[src/rtl/ddr_sec_pkg.sv]
// Package: shared sizing constants for the DDR region security filter.
// Assumes a 32-bit byte address and 1 MB window granularity.
package ddr_sec_pkg;
    parameter int NUM_WIN  = 8;                 // programmable windows
    parameter int IDX_W    = 12;                // megabyte index width
    parameter int ADDR_W   = 32;                // byte address width
    parameter int DATA_W   = 32;                // register word width
    parameter int HALF_W   = DATA_W / 2;        // data / mask half width
    parameter int NUM_REGS = 2 * NUM_WIN + 1;   // start, end, control
    parameter int REG_AW   = $clog2(NUM_REGS);  // register index width
    parameter int CTRL_W   = NUM_WIN + 2;       // enables, rest, bypass
    parameter int REST_BIT = NUM_WIN;           // rest-of-memory enable
    parameter int BYP_BIT  = NUM_WIN + 1;       // global bypass
endpackage

[src/rtl/ddr_sec_regbank.sv]
// Module: register bank holding the window bounds and the control word.
// Every write merges the low half-word under the mask in the high half-word.
// Only the implemented field bits are stored; reads return the stored bits
// zero-extended. Assumes reg_addr is stable while it is read.
module ddr_sec_regbank
    import ddr_sec_pkg::*;
#(
    parameter int N_WIN  = NUM_WIN,
    parameter int B_W    = IDX_W,
    parameter int AW     = REG_AW,
    parameter int DW     = DATA_W
) (
    input  logic                       clk,
    input  logic                       rst_n,
    input  logic                       reg_wr,
    input  logic [AW-1:0]              reg_addr,
    input  logic [DW-1:0]              reg_wdata,
    output logic [DW-1:0]              reg_rdata,
    output logic [N_WIN-1:0][B_W-1:0]  win_start,
    output logic [N_WIN-1:0][B_W-1:0]  win_end,
    output logic [N_WIN+1:0]           ctrl_word
);
    localparam int HW      = DW / 2;
    localparam int CW      = N_WIN + 2;
    localparam int CTRL_IX = 2 * N_WIN;

    logic [HW-1:0] wmask;
    logic [HW-1:0] wdat;

    assign wmask = reg_wdata[DW-1:HW];
    assign wdat  = reg_wdata[HW-1:0];

    // Merge helper for a bound field: masked update of the low B_W bits.
    function automatic logic [B_W-1:0] merge_bound(input logic [B_W-1:0] old_v,
                                                   input logic [HW-1:0] m,
                                                   input logic [HW-1:0] d);
        return (old_v & ~m[B_W-1:0]) | (d[B_W-1:0] & m[B_W-1:0]);
    endfunction

    // Merge helper for the control word: masked update of the low CW bits.
    function automatic logic [CW-1:0] merge_ctrl(input logic [CW-1:0] old_v,
                                                 input logic [HW-1:0] m,
                                                 input logic [HW-1:0] d);
        return (old_v & ~m[CW-1:0]) | (d[CW-1:0] & m[CW-1:0]);
    endfunction

    // Window start bounds: one per window, index w.
    always_ff @(posedge clk) begin
        if (!rst_n) begin
            win_start <= '0;
        end else if (reg_wr) begin
            for (int w = 0; w < N_WIN; w++) begin
                if (reg_addr == AW'(w))
                    win_start[w] <= merge_bound(win_start[w], wmask, wdat);
            end
        end
    end

    // Window end bounds: one per window, index w + N_WIN.
    always_ff @(posedge clk) begin
        if (!rst_n) begin
            win_end <= '0;
        end else if (reg_wr) begin
            for (int w = 0; w < N_WIN; w++) begin
                if (reg_addr == AW'(w + N_WIN))
                    win_end[w] <= merge_bound(win_end[w], wmask, wdat);
            end
        end
    end

    // Control word: bypass set out of reset, all other flags clear.
    always_ff @(posedge clk) begin
        if (!rst_n) begin
            ctrl_word <= CW'(1) << (CW - 1);
        end else if (reg_wr && reg_addr == AW'(CTRL_IX)) begin
            ctrl_word <= merge_ctrl(ctrl_word, wmask, wdat);
        end
    end

    // Read mux: zero-extended stored bits, zero for unused indices.
    always_comb begin
        reg_rdata = '0;
        for (int w = 0; w < N_WIN; w++) begin
            if (reg_addr == AW'(w))
                reg_rdata = DW'(win_start[w]);
            if (reg_addr == AW'(w + N_WIN))
                reg_rdata = DW'(win_end[w]);
        end
        if (reg_addr == AW'(CTRL_IX))
            reg_rdata = DW'(ctrl_word);
    end
endmodule

[src/rtl/ddr_sec_win_match.sv]
// Module: parallel inclusive range compare of one megabyte index against
// every window. A window whose start exceeds its end matches nothing.
module ddr_sec_win_match
    import ddr_sec_pkg::*;
#(
    parameter int N_WIN = NUM_WIN,
    parameter int B_W   = IDX_W
) (
    input  logic [B_W-1:0]             idx,
    input  logic [N_WIN-1:0][B_W-1:0]  win_start,
    input  logic [N_WIN-1:0][B_W-1:0]  win_end,
    output logic [N_WIN-1:0]           hit
);
    // One comparator pair per window.
    for (genvar w = 0; w < N_WIN; w++) begin : g_cmp
        assign hit[w] = (idx >= win_start[w]) && (idx <= win_end[w]);
    end
endmodule

[src/rtl/ddr_sec_decide.sv]
// Module: combines window hits with the control word into a verdict and
// registers it, giving a result one clock after the request.
// Assumes hit was computed from the same cycle's lookup index.
module ddr_sec_decide
    import ddr_sec_pkg::*;
#(
    parameter int N_WIN = NUM_WIN
) (
    input  logic              clk,
    input  logic              rst_n,
    input  logic              lk_valid,
    input  logic              lk_secure,
    input  logic [N_WIN-1:0]  hit,
    input  logic [N_WIN+1:0]  ctrl_word,
    output logic              res_valid,
    output logic              res_grant,
    output logic              res_deny
);
    localparam int R_BIT = N_WIN;
    localparam int B_BIT = N_WIN + 1;

    logic in_enabled;
    logic in_rest;
    logic deny_now;

    // Verdict logic: enabled window hit, or rest region when flagged.
    always_comb begin
        in_enabled = |(hit & ctrl_word[N_WIN-1:0]);
        in_rest    = ~(|hit) & ctrl_word[R_BIT];
        deny_now   = ~ctrl_word[B_BIT] & ~lk_secure & (in_enabled | in_rest);
    end

    // Result register: one-cycle pulse per request.
    always_ff @(posedge clk) begin
        if (!rst_n) begin
            res_valid <= 1'b0;
            res_grant <= 1'b0;
            res_deny  <= 1'b0;
        end else begin
            res_valid <= lk_valid;
            res_grant <= lk_valid & ~deny_now;
            res_deny  <= lk_valid &  deny_now;
        end
    end
endmodule

[src/rtl/ddr_sec_filter.sv]
// Module: top of the DDR region security filter. Ties the register bank,
// the window comparators and the verdict stage together.
// Assumes one lookup per cycle at most and a single register master.
module ddr_sec_filter
    import ddr_sec_pkg::*;
(
    input  logic               clk,
    input  logic               rst_n,
    input  logic               reg_wr,
    input  logic [REG_AW-1:0]  reg_addr,
    input  logic [DATA_W-1:0]  reg_wdata,
    output logic [DATA_W-1:0]  reg_rdata,
    input  logic               lk_valid,
    input  logic [ADDR_W-1:0]  lk_addr,
    input  logic               lk_secure,
    output logic               res_valid,
    output logic               res_grant,
    output logic               res_deny
);
    logic [NUM_WIN-1:0][IDX_W-1:0] win_start;
    logic [NUM_WIN-1:0][IDX_W-1:0] win_end;
    logic [CTRL_W-1:0]             ctrl_word;
    logic [NUM_WIN-1:0]            hit;
    logic [IDX_W-1:0]              lk_idx;

    // Megabyte index: top IDX_W address bits.
    assign lk_idx = lk_addr[ADDR_W-1 -: IDX_W];

    ddr_sec_regbank #(
        .N_WIN(NUM_WIN), .B_W(IDX_W), .AW(REG_AW), .DW(DATA_W)
    ) u_regs (
        .clk(clk), .rst_n(rst_n),
        .reg_wr(reg_wr), .reg_addr(reg_addr),
        .reg_wdata(reg_wdata), .reg_rdata(reg_rdata),
        .win_start(win_start), .win_end(win_end), .ctrl_word(ctrl_word)
    );

    ddr_sec_win_match #(
        .N_WIN(NUM_WIN), .B_W(IDX_W)
    ) u_match (
        .idx(lk_idx), .win_start(win_start), .win_end(win_end), .hit(hit)
    );

    ddr_sec_decide #(
        .N_WIN(NUM_WIN)
    ) u_decide (
        .clk(clk), .rst_n(rst_n),
        .lk_valid(lk_valid), .lk_secure(lk_secure),
        .hit(hit), .ctrl_word(ctrl_word),
        .res_valid(res_valid), .res_grant(res_grant), .res_deny(res_deny)
    );
endmodule

[config.mk]
export PLATFORM = sky130hd
export DESIGN_NAME = ddr_sec_filter
export DESIGN_NICKNAME = d
export VERILOG_FILES = /design/src/rtl/ddr_sec_pkg.sv /design/src/rtl/ddr_sec_regbank.sv /design/src/rtl/ddr_sec_win_match.sv /design/src/rtl/ddr_sec_decide.sv /design/src/rtl/ddr_sec_filter.sv
export SDC_FILE = /design/constraint.sdc
export NUM_CORES = 1
export LEC_CHECK = 0
export ABC_AREA = 1
export BUFFER_PORTS_ARGS = -buffer_cell sky130_fd_sc_hd__buf_2
export CAP_MARGIN = 30
export CORE_MARGIN = 2
export CORE_UTILIZATION = 40
export CTS_CLUSTER_SIZE = 8
export DETAILED_ROUTE_END_ITERATION = 8
export PLACE_DENSITY = 0.6
export SYNTH_ARGS = -nofsm -noshare
export SYNTH_HDL_FRONTEND = slang
export SYNTH_SLANG_ARGS = --single-unit
[constraint.sdc]
create_clock -name clk -period 4.7 [get_ports clk]
set_input_delay 0.235 -clock clk [delete_from_list [all_inputs] [get_ports clk]]
set_output_delay 0.235 -clock clk [all_outputs]
set_load 0.05 [all_outputs]
==> impl_metrics.tcl <==
set metrics [dict create \
    die_y_um 194 \
    max_cap_violations 0 \
    start_util_pct 40.5 \
    critical_path_required_ns 4.47 \
    vias 15100 \
    ant_nets 0 \
    drc 0 \
    worstPathMaxFanout 17 \
    diodes 0 \
    power_mw 4.40 \
    path_cells "buf_2 -> inv_2 -> nand3_2 -> nor2_1 -> inv_1 -> nor2_1 -> nor2_1 -> nand4_1 -> nand2_1 -> nand3_1 -> nand2_1 -> nand3_1 -> buf_2" \
    pwr-share-seq_pct 39.9 \
    r2r_end "u_decide.res_deny" \
    stdcell_count 2614 \
    worstHoldPathType "input port to flip-flop" \
    switching_share_pct 30.2 \
    place_ws_ns 1.59 \
    io_pins 109 \
    avgSynthCellArea_um2 6.72 \
    status "finished clean" \
    clockBufferDepth 3 \
    drtIter0Drc 1801 \
    seq_area_frac_synth_pct 28.6 \
    setup_viol 0 \
    cpPeakStageDelay_ns 0.79 \
    power_frac_comb_pct 14.7 \
    setup_ws_ns 1.51 \
    min_from "rst_n" \
    ys_top_cells_by_area "dfxtp_1 29%, ha_1 17%, nand2_1 11%" \
    viasPerCell 5.78 \
    cts_sinks 205 \
    rsz0062_at_grt "no" \
    syn2layout_area_growth_pct 9.13 \
    tritoncts "done" \
    io_buffers 60 \
    routed_wl_um 58600 \
    antenna_found_initial 0 \
    dieArea_um2 37500 \
    worst_pin_slew_ns 1.06 \
    finalHoldViolations 0 \
    yosysTopAreaCell "dfxtp_1" \
    layout_common_cells "431 x nand2_1, 300 x a21oi_1, 256 x inv_1" \
    finalCritPeriodShare_pct 67.8 \
    yosys_warnings 0 \
    ys_ff_latch 205 \
    syn_inst 2137 \
    grtUsageTotal_pct 30.2 \
    fmax_mhz 314 \
    crit_path_frequent_cell "nor2_1" \
    clock_latency_ns 0.57 \
    ir_worst_vdd_mv 0.307 \
    relSlewSlack_pct 29.0 \
    grt_max_degree 79 \
    grt_pass1_vias 13800 \
    hold_depth 2 \
    dp_hpwl_um 38200 \
    layout-drive-gt1-share_pct 6.50 \
    cp_slowest_cell "nor2_1" \
    cts_root_buf "clkbuf_16" \
    cts.htree.levels 1 \
    critPathLaunchType "input port" \
    clk_pin_slew_ns 0.05 \
    cp.arrival_ns 2.95 \
    syn_area_um2 14400 \
    clkPwrFrac_pct 45.4 \
    ff2ff_setup_slack_ns 2.27 \
    fin_skew_ns 0.0131 \
    fillCellCount 3699 \
    whs_ns 0.149 \
    die_w_um 194 \
    finalNetCount 2414 \
    ff2ff_path_depth 13 \
    grt_pass1_wl_um 85500 \
    synth_top_area_share_pct 28.6 \
    p_switching_mw 1.33 \
    powerDensity_nw_per_um2 281 \
    drtPass1Iterations 6 \
    grt.overflow.total 0 \
    numCtsBuffers 30 \
    tns_ns 0 \
    placed_cells 2574 \
    place.gp.congestion 0.935 \
    synth.distinct_cells 23 \
    slew_viol_final 0 \
    num_rows 69 \
    worstSetupPathType "input port to primary output" \
    final_common_cell "nand2_1" \
    post_cts_resized 0 \
    endpoint_kind "primary output" \
    intPower_mw 3.08 \
    min_period_ns 3.19 \
    cellLeakagePower_nw 5.85 \
    core-area_um2 35500 \
    wire_per_inst_um 22.4 \
]
[power by group through the flow]
| stage | logic [mW] | registers [mW] | clock network, mW |
|---|---|---|---|
| CTS | 0.628 | 1.76 | 2.01 |
| detailed placement | 0.624 | 1.79 | 0 |
| finish | 0.648 | 1.76 | 2.00 |
| global route | 0.697 | 1.76 | 2.07 |
| global placement | 0.611 | 1.79 | 0 |
| floorplan | 0.376 | 1.79 | 0 |
[final cells by class]
class | instances | area [um^2] | area share, %
Multi-Input combinational cell | 1570 | 8770 | 55.9
Sequential cell | 205 | 4100 | 26.2
Inverter | 265 | 995 | 6.34
Clock buffer | 36 | 805 | 5.13
Tap cell | 461 | 577 | 3.68
Timing Repair Buffer | 76 | 428 | 2.73
Clock inverter | 1 | 7.51 | 0.0479
[cell usage after synthesis]
cell type,number
nand4_1,73
nand2_2,4
nor2_1,124
nand2_1,431
a21oi_1,300
clkinv_1,1
nor3_1,7
nand3_2,1
buf_4,32
o21ai_0,219
nor2_2,13
o21a_1,10
buf_2,16
inv_1,256
clkbuf_1,66
conb_1,1
nor2_4,7
buf_1,2
ha_1,192
inv_2,8
nand3_1,151
o21ai_1,18
dfxtp_1,205
[routing by layer]
layer,wire (um),vias to the layer above,track usage [%]
met4,3170,0,14.7
met5,0,-,0
li1,-,7134,-
met2,24700,852,45.2
met1,24000,6969,41.3
met3,6790,162,6.00
[how the worst max path moves through the flow]
stage,from,end,cells after the start
global route,reg_addr[4],reg_rdata[0],13
global placement,reg_addr[4],reg_rdata[0],13
CTS,reg_addr[4],reg_rdata[0],13
detailed placement,reg_addr[4],reg_rdata[0],13
floorplan,reg_addr[2],reg_rdata[11],14
finish,reg_addr[4],reg_rdata[0],13
[per-stage QoR]
| step | utilization (%) | instance area (um^2) |
|---|---|---|
| after floorplan | - | 14400 |
| after global placement | 41.8 | 14800 |
| after detailed placement | 41.8 | 14800 |
| after CTS | 44.2 | 15700 |
| after global routing | 44.2 | 15700 |
| final | 44.2 | 15700 |
[timing repair]
action / CTS / global route
hold buffers: 2 / 0
buffers inserted: 0 / 0
endpoints found under the hold margin: 3 / 0
[logic make-up (layout without fill, tap and decap cells)]
logic type                 after synthesis  count (layout)  share of synthesized area, %
and+or+nand+nor                        811             811                          24.5
other                                    1              20                        0.0261
buffers and inverters                  381             378                          10.9
DFF                                    205             205                          28.6
AOI/OAI and AO/OA                      547             547                          19.2
adders and majority gates              192             192                          16.7
[worst max-delay path, delay by kind of cell]
kind / cells / cell delay [ns]
buf+inv: 4 / 0.88
simple gates: 9 / 1.81
Note: power is estimated with default switching activity, not from simulation.
